[src/rtl/fp2int_pkg.sv]
package fp2int_pkg;
  localparam int EXP_W    = 11;
  localparam int MAN_W    = 52;
  localparam int FP_W     = 1 + EXP_W + MAN_W;
  localparam int WIDE_W   = 64;
  localparam int NARROW_W = 32;
  localparam int SHAMT_W  = $clog2(WIDE_W);
  localparam int BIAS     = (1 << (EXP_W - 1)) - 1;

  // Strobes from the classifier to the datapath
  typedef struct packed {
    logic forceIndef;   // result is the indefinite pattern
    logic forceZero;    // magnitude below one
    logic edgeCheck;    // exponent on the sign-bit boundary with negative sign
    logic negate;       // source is negative
    logic tinyInexact;  // nonzero value below one
    logic wide;         // 64-bit result selected
  } cvtStrobe_t;
endpackage

[src/rtl/fp2int_align.sv]
module fp2int_align
  import fp2int_pkg::*;
(
  input  logic [MAN_W-1:0]   frac,
  input  logic [SHAMT_W-1:0] shamt,
  output logic [WIDE_W-1:0]  mag,
  output logic               lost
);
  // Fixed point: WIDE_W integer bits above MAN_W fraction bits
  localparam int EXT_W = WIDE_W + MAN_W;

  logic [EXT_W-1:0] stage [SHAMT_W+1];

  assign stage[0] = EXT_W'({1'b1, frac});

  for (genvar k = 0; k < SHAMT_W; k++) begin : g_stage
    assign stage[k+1] = shamt[k] ? (stage[k] << (1 << k)) : stage[k];
  end

  assign mag  = stage[SHAMT_W][EXT_W-1:MAN_W];
  assign lost = |stage[SHAMT_W][MAN_W-1:0];
endmodule

[src/rtl/fp2int_ctl.sv]
module fp2int_ctl
  import fp2int_pkg::*;
(
  input  logic [FP_W-1:0]    fpBits,
  input  logic               wideSel,
  output cvtStrobe_t         strobe,
  output logic [SHAMT_W-1:0] shamt
);
  localparam logic [EXP_W-1:0] BIAS_E      = EXP_W'(BIAS);
  localparam logic [EXP_W-1:0] EDGE_WIDE   = EXP_W'(BIAS + WIDE_W - 1);
  localparam logic [EXP_W-1:0] EDGE_NARROW = EXP_W'(BIAS + NARROW_W - 1);

  logic             sgn;
  logic [EXP_W-1:0] rawExp;
  logic             fracNz;
  logic [EXP_W-1:0] edgeExp;
  logic             isSpecial;
  logic             isTiny;
  logic             overRange;
  logic             atEdge;

  always_comb begin
    sgn       = fpBits[FP_W-1];
    rawExp    = fpBits[FP_W-2:MAN_W];
    fracNz    = |fpBits[MAN_W-1:0];
    edgeExp   = wideSel ? EDGE_WIDE : EDGE_NARROW;
    isSpecial = &rawExp;
    isTiny    = rawExp < BIAS_E;
    overRange = rawExp > edgeExp;
    atEdge    = rawExp == edgeExp;

    strobe.forceIndef  = isSpecial | overRange | (atEdge & ~sgn);
    strobe.forceZero   = isTiny;
    strobe.edgeCheck   = atEdge & sgn;
    strobe.negate      = sgn;
    strobe.tinyInexact = isTiny & ((|rawExp) | fracNz);
    strobe.wide        = wideSel;

    shamt = SHAMT_W'(rawExp - BIAS_E);
  end
endmodule

[src/rtl/fp2int_dp.sv]
module fp2int_dp
  import fp2int_pkg::*;
(
  input  logic               clk,
  input  logic               rstN,
  input  logic               inValid,
  input  logic [MAN_W-1:0]   frac,
  input  logic [SHAMT_W-1:0] shamt,
  input  cvtStrobe_t         strobe,
  output logic               outValid,
  output logic [WIDE_W-1:0]  outInt,
  output logic               flagInvalid,
  output logic               flagInexact
);
  localparam logic [WIDE_W-1:0] MIN_WIDE   = WIDE_W'(1) << (WIDE_W - 1);
  localparam logic [WIDE_W-1:0] MIN_NARROW = WIDE_W'(1) << (NARROW_W - 1);

  logic [WIDE_W-1:0] mag;
  logic              lost;
  logic [WIDE_W-1:0] edgeMin;
  logic [WIDE_W-1:0] signedVal;
  logic              invNext;
  logic              inxNext;
  logic [WIDE_W-1:0] resNext;

  fp2int_align u_align (
    .frac  (frac),
    .shamt (shamt),
    .mag   (mag),
    .lost  (lost)
  );

  always_comb begin
    edgeMin   = strobe.wide ? MIN_WIDE : MIN_NARROW;
    invNext   = strobe.forceIndef | (strobe.edgeCheck & (mag != edgeMin));
    signedVal = strobe.negate ? (~mag + WIDE_W'(1)) : mag;
    if (invNext) begin
      resNext = edgeMin;
      inxNext = 1'b0;
    end else if (strobe.forceZero) begin
      resNext = '0;
      inxNext = strobe.tinyInexact;
    end else begin
      resNext = strobe.wide ? signedVal
                            : {{(WIDE_W-NARROW_W){1'b0}}, signedVal[NARROW_W-1:0]};
      inxNext = lost;
    end
  end

  always_ff @(posedge clk or negedge rstN) begin
    if (!rstN) begin
      outValid    <= 1'b0;
      outInt      <= '0;
      flagInvalid <= 1'b0;
      flagInexact <= 1'b0;
    end else begin
      outValid <= inValid;
      if (inValid) begin
        outInt      <= resNext;
        flagInvalid <= invNext;
        flagInexact <= inxNext;
      end
    end
  end
endmodule

[src/rtl/fp2int_trunc.sv]
module fp2int_trunc
  import fp2int_pkg::*;
(
  input  logic              clk,
  input  logic              rstN,
  input  logic              inValid,
  input  logic [FP_W-1:0]   fpBits,
  input  logic              wideSel,
  output logic              outValid,
  output logic [WIDE_W-1:0] outInt,
  output logic              flagInvalid,
  output logic              flagInexact
);
  cvtStrobe_t         strobe;
  logic [SHAMT_W-1:0] shamt;

  fp2int_ctl u_ctl (
    .fpBits  (fpBits),
    .wideSel (wideSel),
    .strobe  (strobe),
    .shamt   (shamt)
  );

  fp2int_dp u_dp (
    .clk         (clk),
    .rstN        (rstN),
    .inValid     (inValid),
    .frac        (fpBits[MAN_W-1:0]),
    .shamt       (shamt),
    .strobe      (strobe),
    .outValid    (outValid),
    .outInt      (outInt),
    .flagInvalid (flagInvalid),
    .flagInexact (flagInexact)
  );
endmodule

[config.mk]
export PLATFORM = sky130hd
export DESIGN_NAME = fp2int_trunc
export DESIGN_NICKNAME = d
export VERILOG_FILES = /design/src/rtl/fp2int_pkg.sv /design/src/rtl/fp2int_align.sv /design/src/rtl/fp2int_ctl.sv /design/src/rtl/fp2int_dp.sv /design/src/rtl/fp2int_trunc.sv
export SDC_FILE = /design/constraint.sdc
export NUM_CORES = 1
export LEC_CHECK = 0
export BUFFER_PORTS_ARGS = -buffer_cell sky130_fd_sc_hd__buf_2
export CORE_UTILIZATION = 60
export CTS_CLUSTER_DIAMETER = 60
export CTS_CLUSTER_SIZE = 12
export DETAILED_ROUTE_END_ITERATION = 12
export GPL_TIMING_DRIVEN = 1
export PLACE_DENSITY_LB_ADDON = 0.1
export SLEW_MARGIN = 20
export SYNTH_ARGS = -nofsm -noshare
export SYNTH_HDL_FRONTEND = slang
export SYNTH_SLANG_ARGS = --single-unit
[constraint.sdc]
create_clock -name clk -period 0.9 [get_ports clk]
set_input_delay 0 -clock clk [delete_from_list [all_inputs] [get_ports clk]]
set_output_delay 0 -clock clk [all_outputs]
set_load 0.05 [all_outputs]
==> results by group, run 1 <==
Outcome
  • Status: aborted with a tool error
  • Failing step: 4_1_cts
  • Error Message: [ERROR DPL-0033] detailed placement checks failed during check placement.

Synth
  • Count of state elements after synthesis: 67
  • Mapped Area: between 0.01 and 0.015 mm^2
  • EDFF count, synth: 0
  • Predominant post-synthesis flop cell: dfrtp_1
  • Cell accounting for the most synthesized area: dfrtp_1
  • Warnings, synthesis: 0
  • Mapped Cells: around 1200
  • Sequential fraction of the synthesis area: between 15 and 20%
  • Synth area leaders: dfrtp_1 (16%), mux2i_1 (11%), mux4_2 (8.9%), mux2_2 (7.4%), nand2_1 (3.4%)
  • Syn nets: about 1300
  • Async S/R FF share, synth: 100%
  • Post-Syn Area per Cell: 8.54 um^2
  • Share of the synthesized area in the top cell type: 16.2%
  • Netlist cell types: 88

Die
  • Die width: between 100 and 150 um
  • Initial Util: 61.8%
  • Ports: between 100 and 150
  • Die Y: 133 um
  • Row count: between 40 and 50

Placement
  • DPL Wire Length: approximately 40 mm
  • Placed cell area: ~0.015 mm^2
  • Post-placement setup slack: -3820 ps
  • Port bufs: 134
  • Final Wtd Congestion: roughly 1.4

CTS
  • H-tree levels: 3
  • Setup Fix Bufs, Post-CTS: 61
  • Number of sinks on the clock net: 67
  • Post-CTS Hold Buffers: 2
  • Clock root buffer: clkbuf_16
  • CTS resizes: between 150 and 200
  • Clock buffer depth: 2
  • CTS Buf Count: 9
## kinds of logic after synthesis
group | count (synthesis) | share of synthesized area (%)
compound gates | 336 | 24.7
xor+xnor | 60 | 5.31
fa+ha+maj | 6 | 0.727
mux | 223 | 27.4
buf+inv | 121 | 5.83
simple gates | 395 | 19.8
flops | 67 | 16.2
## cells in the mapped netlist (8+ instances only)
cell type	number
nand2b_1	8
buf_2	34
mux4_2	41
and2_1	12
or3_1	11
mux2_2	68
o211ai_1	13
clkbuf_1	45
o31ai_1	29
o2bb2ai_1	36
a21oi_1	33
o21a_1	8
nand4_1	24
nor4_1	25
a211oi_1	12
dfrtp_1	67
nand3_1	42
inv_1	11
nand2_1	94
nor2_1	74
a22o_1	26
buf_1	9
nor3_1	52
a22oi_1	13
mux2i_1	113
a31oi_1	9
xnor2_1	37
buf_4	14
o22ai_1	16
xor2_1	20
o21ai_0	56
## metrics by stage
step	cells	setup TNS [ps]
2_1_floorplan	1208	-258390
3_3_place_gp	1931	-233970
3_5_place_dp	1931	-244040
==> run 2: changes to the inputs <==
--- a/config.mk
+++ b/config.mk
@@ -6,12 +6,10 @@
 export NUM_CORES = 1
 export LEC_CHECK = 0
 export BUFFER_PORTS_ARGS = -buffer_cell sky130_fd_sc_hd__buf_2
-export CORE_UTILIZATION = 60
-export CTS_CLUSTER_DIAMETER = 60
-export CTS_CLUSTER_SIZE = 12
+export CORE_UTILIZATION = 40
 export DETAILED_ROUTE_END_ITERATION = 12
 export GPL_TIMING_DRIVEN = 1
-export PLACE_DENSITY_LB_ADDON = 0.1
+export PLACE_DENSITY_LB_ADDON = 0.15
 export SLEW_MARGIN = 20
 export SYNTH_ARGS = -nofsm -noshare
 export SYNTH_HDL_FRONTEND = slang
==> run 2 against run 1 <==
The flow now finishes, with violations (negative setup slack). Synthesized area is the same. Synthesized cell count unchanged.
==> results by group, run 2 <==
Outcome
  • Status: finished, violations left
  • Failing checks: negative setup slack

Placement
  • Placed cell area: 0.0153 mm^2 (+3.7%)
  • Port bufs: 134 (unchanged)
  • DPL Wire Length: 41.3 mm (+3.7%)
  • Final Wtd Congestion: 1.06 (-24%)

GRT
  • Global Route Usage Sum: approximately two fifths
  • Global-route wire length before repair: just under 80 mm
  • Grt total ovfl: 0
  • Number of global-route vias before repair: 13300
  • Largest net degree at the start of global routing: between 70 and 80
  • Antenna violations before repair: 1

Die
  • Initial Util: 40.9% (-21 points)
  • Ports: 135 (unchanged)
  • Core footprint: around 0.025 mm^2
  • Die width: 163 um (+22%)
  • Row count: 58 (+23%)
  • Die Y: 163 um (+22%)
  • Die area: approximately 0.026 mm^2

Pwr
  • Worst vdd ir: about 1.1 mV
  • Leak: 7.93 nW
  • P per Cell Area: roughly 1300 mW/mm^2

Timing
  • Slew Viols, Final: 0
  • Final setup viols: 79
  • Max Clock Freq: approximately 0.24 GHz
  • Final setup TNS: -204200 ps
  • Final min period: a little over 4000 ps
  • Tcrit/Tclk final: 454%
  • Relative slew slack: 37.8%
  • Final Skew: 0 ps
  • RSZ-0062 raised after global routing: true
  • Post-route setup slack: -3190 ps
  • Worst-Margin Slew: around 930 ps
  • Final Hold Fails: 0

Synth
  • Count of state elements after synthesis: 67 (unchanged)
  • Post-Syn Area per Cell: 8.54 um^2 (unchanged)
  • Synth Area in Compound Gates: 24.7% (unchanged)
  • Count leader, synth: mux2i_1
  • Share of the synthesized area in the top cell type: 16.2% (unchanged)
  • Largest family of logic cells by synthesized area: multiplexers
  • Mapped Cells: 1208 (unchanged)
  • Predominant post-synthesis flop cell: dfrtp_1
  • Netlist cell types: 88 (unchanged)
  • Async S/R FF share, synth: 100% (unchanged)
  • Mapped Area: 0.0103 mm^2 (unchanged)
  • Syn nets: 1282 (unchanged)
  • XOR/XNOR Fraction of Synth Area: 5.31% (unchanged)
  • Post-Synth Adder-Cell Area: 0.727% (unchanged)
  • Synth area leaders: dfrtp_1 (16%), mux2i_1 (11%), mux4_2 (8.9%), mux2_2 (7.4%), nand2_1 (3.4%)
  • Cell accounting for the most synthesized area: dfrtp_1
  • Sequential fraction of the synthesis area: 16.2% (unchanged)
  • Mux contribution to synthesized area: 27.4% (unchanged)
  • Warnings, synthesis: 0 (unchanged)
  • Synth top cells by count: mux2i_1 (113), nand2_1 (94), nor2_1 (74)
  • EDFF count, synth: 0 (unchanged)
  • Simple-gate share of the synthesized area: 19.8% (unchanged)

Worst setup path
  • Kind of cell adding the most delay to the critical path: simple AND/OR/NAND/NOR gates
  • Critical Path AT: 4340 ps
  • CP max-delay cell: mux4_2
  • R2R cell count: 2
  • CP max FO: 8
  • Crit-path most repeated cell: buf_8
  • Setup CP Type: in -> reg
  • CP peak stage delay: 520 ps
  • WP buf/inv: 5
  • CP Depth: 17
  • Crit-path cells: buf_8, inv_8, ha_4, buf_8, buf_6, mux2_4, mux4_2, nand3_2, o41ai_4, o31ai_4, or4b_4, or4_4, nand4b_4, o41a_1, or3_4, buf_16, o2bb2ai_2
  • Worst Path Required: ~1200 ps
  • CP Capture Type: flop
  • CP Launch Type: input pin

Route
  • Wire length per cell: 24.4 um
  • Vias per std cell: 6.19
  • DRC: 0
  • Drt first pass iters: 6
  • Antenna Nets Post-Route: 0
  • Initial DRC Count: ~1200
  • Detailed Route WL: ~54 mm
  • DR vias: 13600

Hold path
  • Hold Path Class: in -> reg
  • Hold Path Cell Cnt: 4

Final layout
  • Top reg by flops: u_dp.outInt
  • # nets final: 1944
  • Max FFs per register: 64
  • Most frequent cells in the layout: buf_4 (593), mux2i_1 (99), nand2_1 (93)
  • Ratio of cells with drive above 1 in the final layout: between 50% and 60%
  • Area Overhead vs Synth: 69.9%
  • Final Util: about 69%
  • Cell area after layout: 0.0175 mm^2
  • Antenna cells: 0
  • Leading cell type in the layout, fill and taps excluded: buf_4

Run
  • Max Cap Violations: 0

CTS
  • CTS Buf Count: 9 (unchanged)
  • H-tree levels: 3 (unchanged)
  • Clock root buffer: clkbuf_16
  • Clock Latency Late Sink: roughly 330 ps
  • TritonCTS clock tree: yes
  • Number of sinks on the clock net: 67 (unchanged)
  • Clock buffer depth: 2 (unchanged)
  • Reg clk slew, reported paths: 60 ps
-- run 2: cell counts after synthesis --
Identical to the previous run, type by type.
-- run 2: path summary, 6_finish.rpt --
| path | from | slack, ps | to |
|---|---|---|---|
| setup reg to reg | u_dp.outInt[42] | 40 | u_dp.outInt[42] |
| max in group asynchronous | rstN | 380 | u_dp.outInt[3] |
| min in group asynchronous | rstN | 210 | u_dp.outInt[37] |
| setup / recovery | fpBits[52] | -3190 | u_dp.outInt[28] |
| hold reg to reg | u_dp.outInt[36] | 510 | u_dp.outInt[36] |
| hold / removal | wideSel | 140 | u_dp.outInt[63] |
-- run 2: layout make-up --
class,instances,area (um^2)
well taps,330,413
clock inverters,6,67.6
fillers,2092,7720
inverters,12,52.6
flip-flops and latches,67,1680
multi-input cells,1020,8980
repair buffers,760,6120
clock buffers,9,225
-- run 2: what timing repair did --
| action | 4_1_cts | 5_1_grt |
|---|---|---|
| resized for setup | 207 | 68 |
| setup buffers | 40 | 55 |
| endpoints found under the hold margin | 68 | 0 |
| hold buffers | 2 | 0 |
| pin swaps | 20 | 17 |
| cloned | 4 | 1 |
| endpoints found under the setup margin | 132 | 127 |
-- run 2: routing by layer --
metal	routed length (um)	GRT usage (%)	part of all wire, %
met5	0	0	0
met4	2490	16.1	4.6
met3	4410	7.23	8.2
met2	24700	64.4	46
met1	22000	51.6	41
-- run 2: cells by family (layout without fill, tap and decap cells) --
kind of cell	count (synthesis)	count (layout)
AOI/OAI and AO/OA	336	336
xor gates and xnor gates	60	60
adders and majority gates	6	6
buffers and inverters	121	787
DFF	67	67
muxes	223	223
and+or+nand+nor	395	395
-- run 2: power breakdown --
| group | switching (W) | leakage, nW | internal, W |
|---|---|---|---|
| Sequential | 0.000213 | 0.902 | 0.00326 |
| Combinational | 0.00866 | 6.89 | 0.00792 |
| Clock | 0.00140 | 0.137 | 0.00213 |
-- run 2: through the flow --
stage                     power [W]  std cells  hold WS (ps)  setup slack [ps]
after floorplan              0.0107       1208          -296             -4050
after global placement       0.0176       2088          33.7             -3840
after detailed placement     0.0176       2088          43.4             -3940
after CTS                    0.0223       2149           110             -3170
after global routing         0.0245       2204           123             -3240
final                        0.0236       2204           136             -3190
-- run 2: worst register-to-register path: cells and delay by family, from the launching register on --
| kind | cells | cell delay (ps) |
|---|---|---|
| AO/OA/AOI/OAI | 1 | 210 |
| buffers and inverters | 1 | 140 |
| flip-flops | 1 | 400 |
Power figures use the tool's default switching activity.
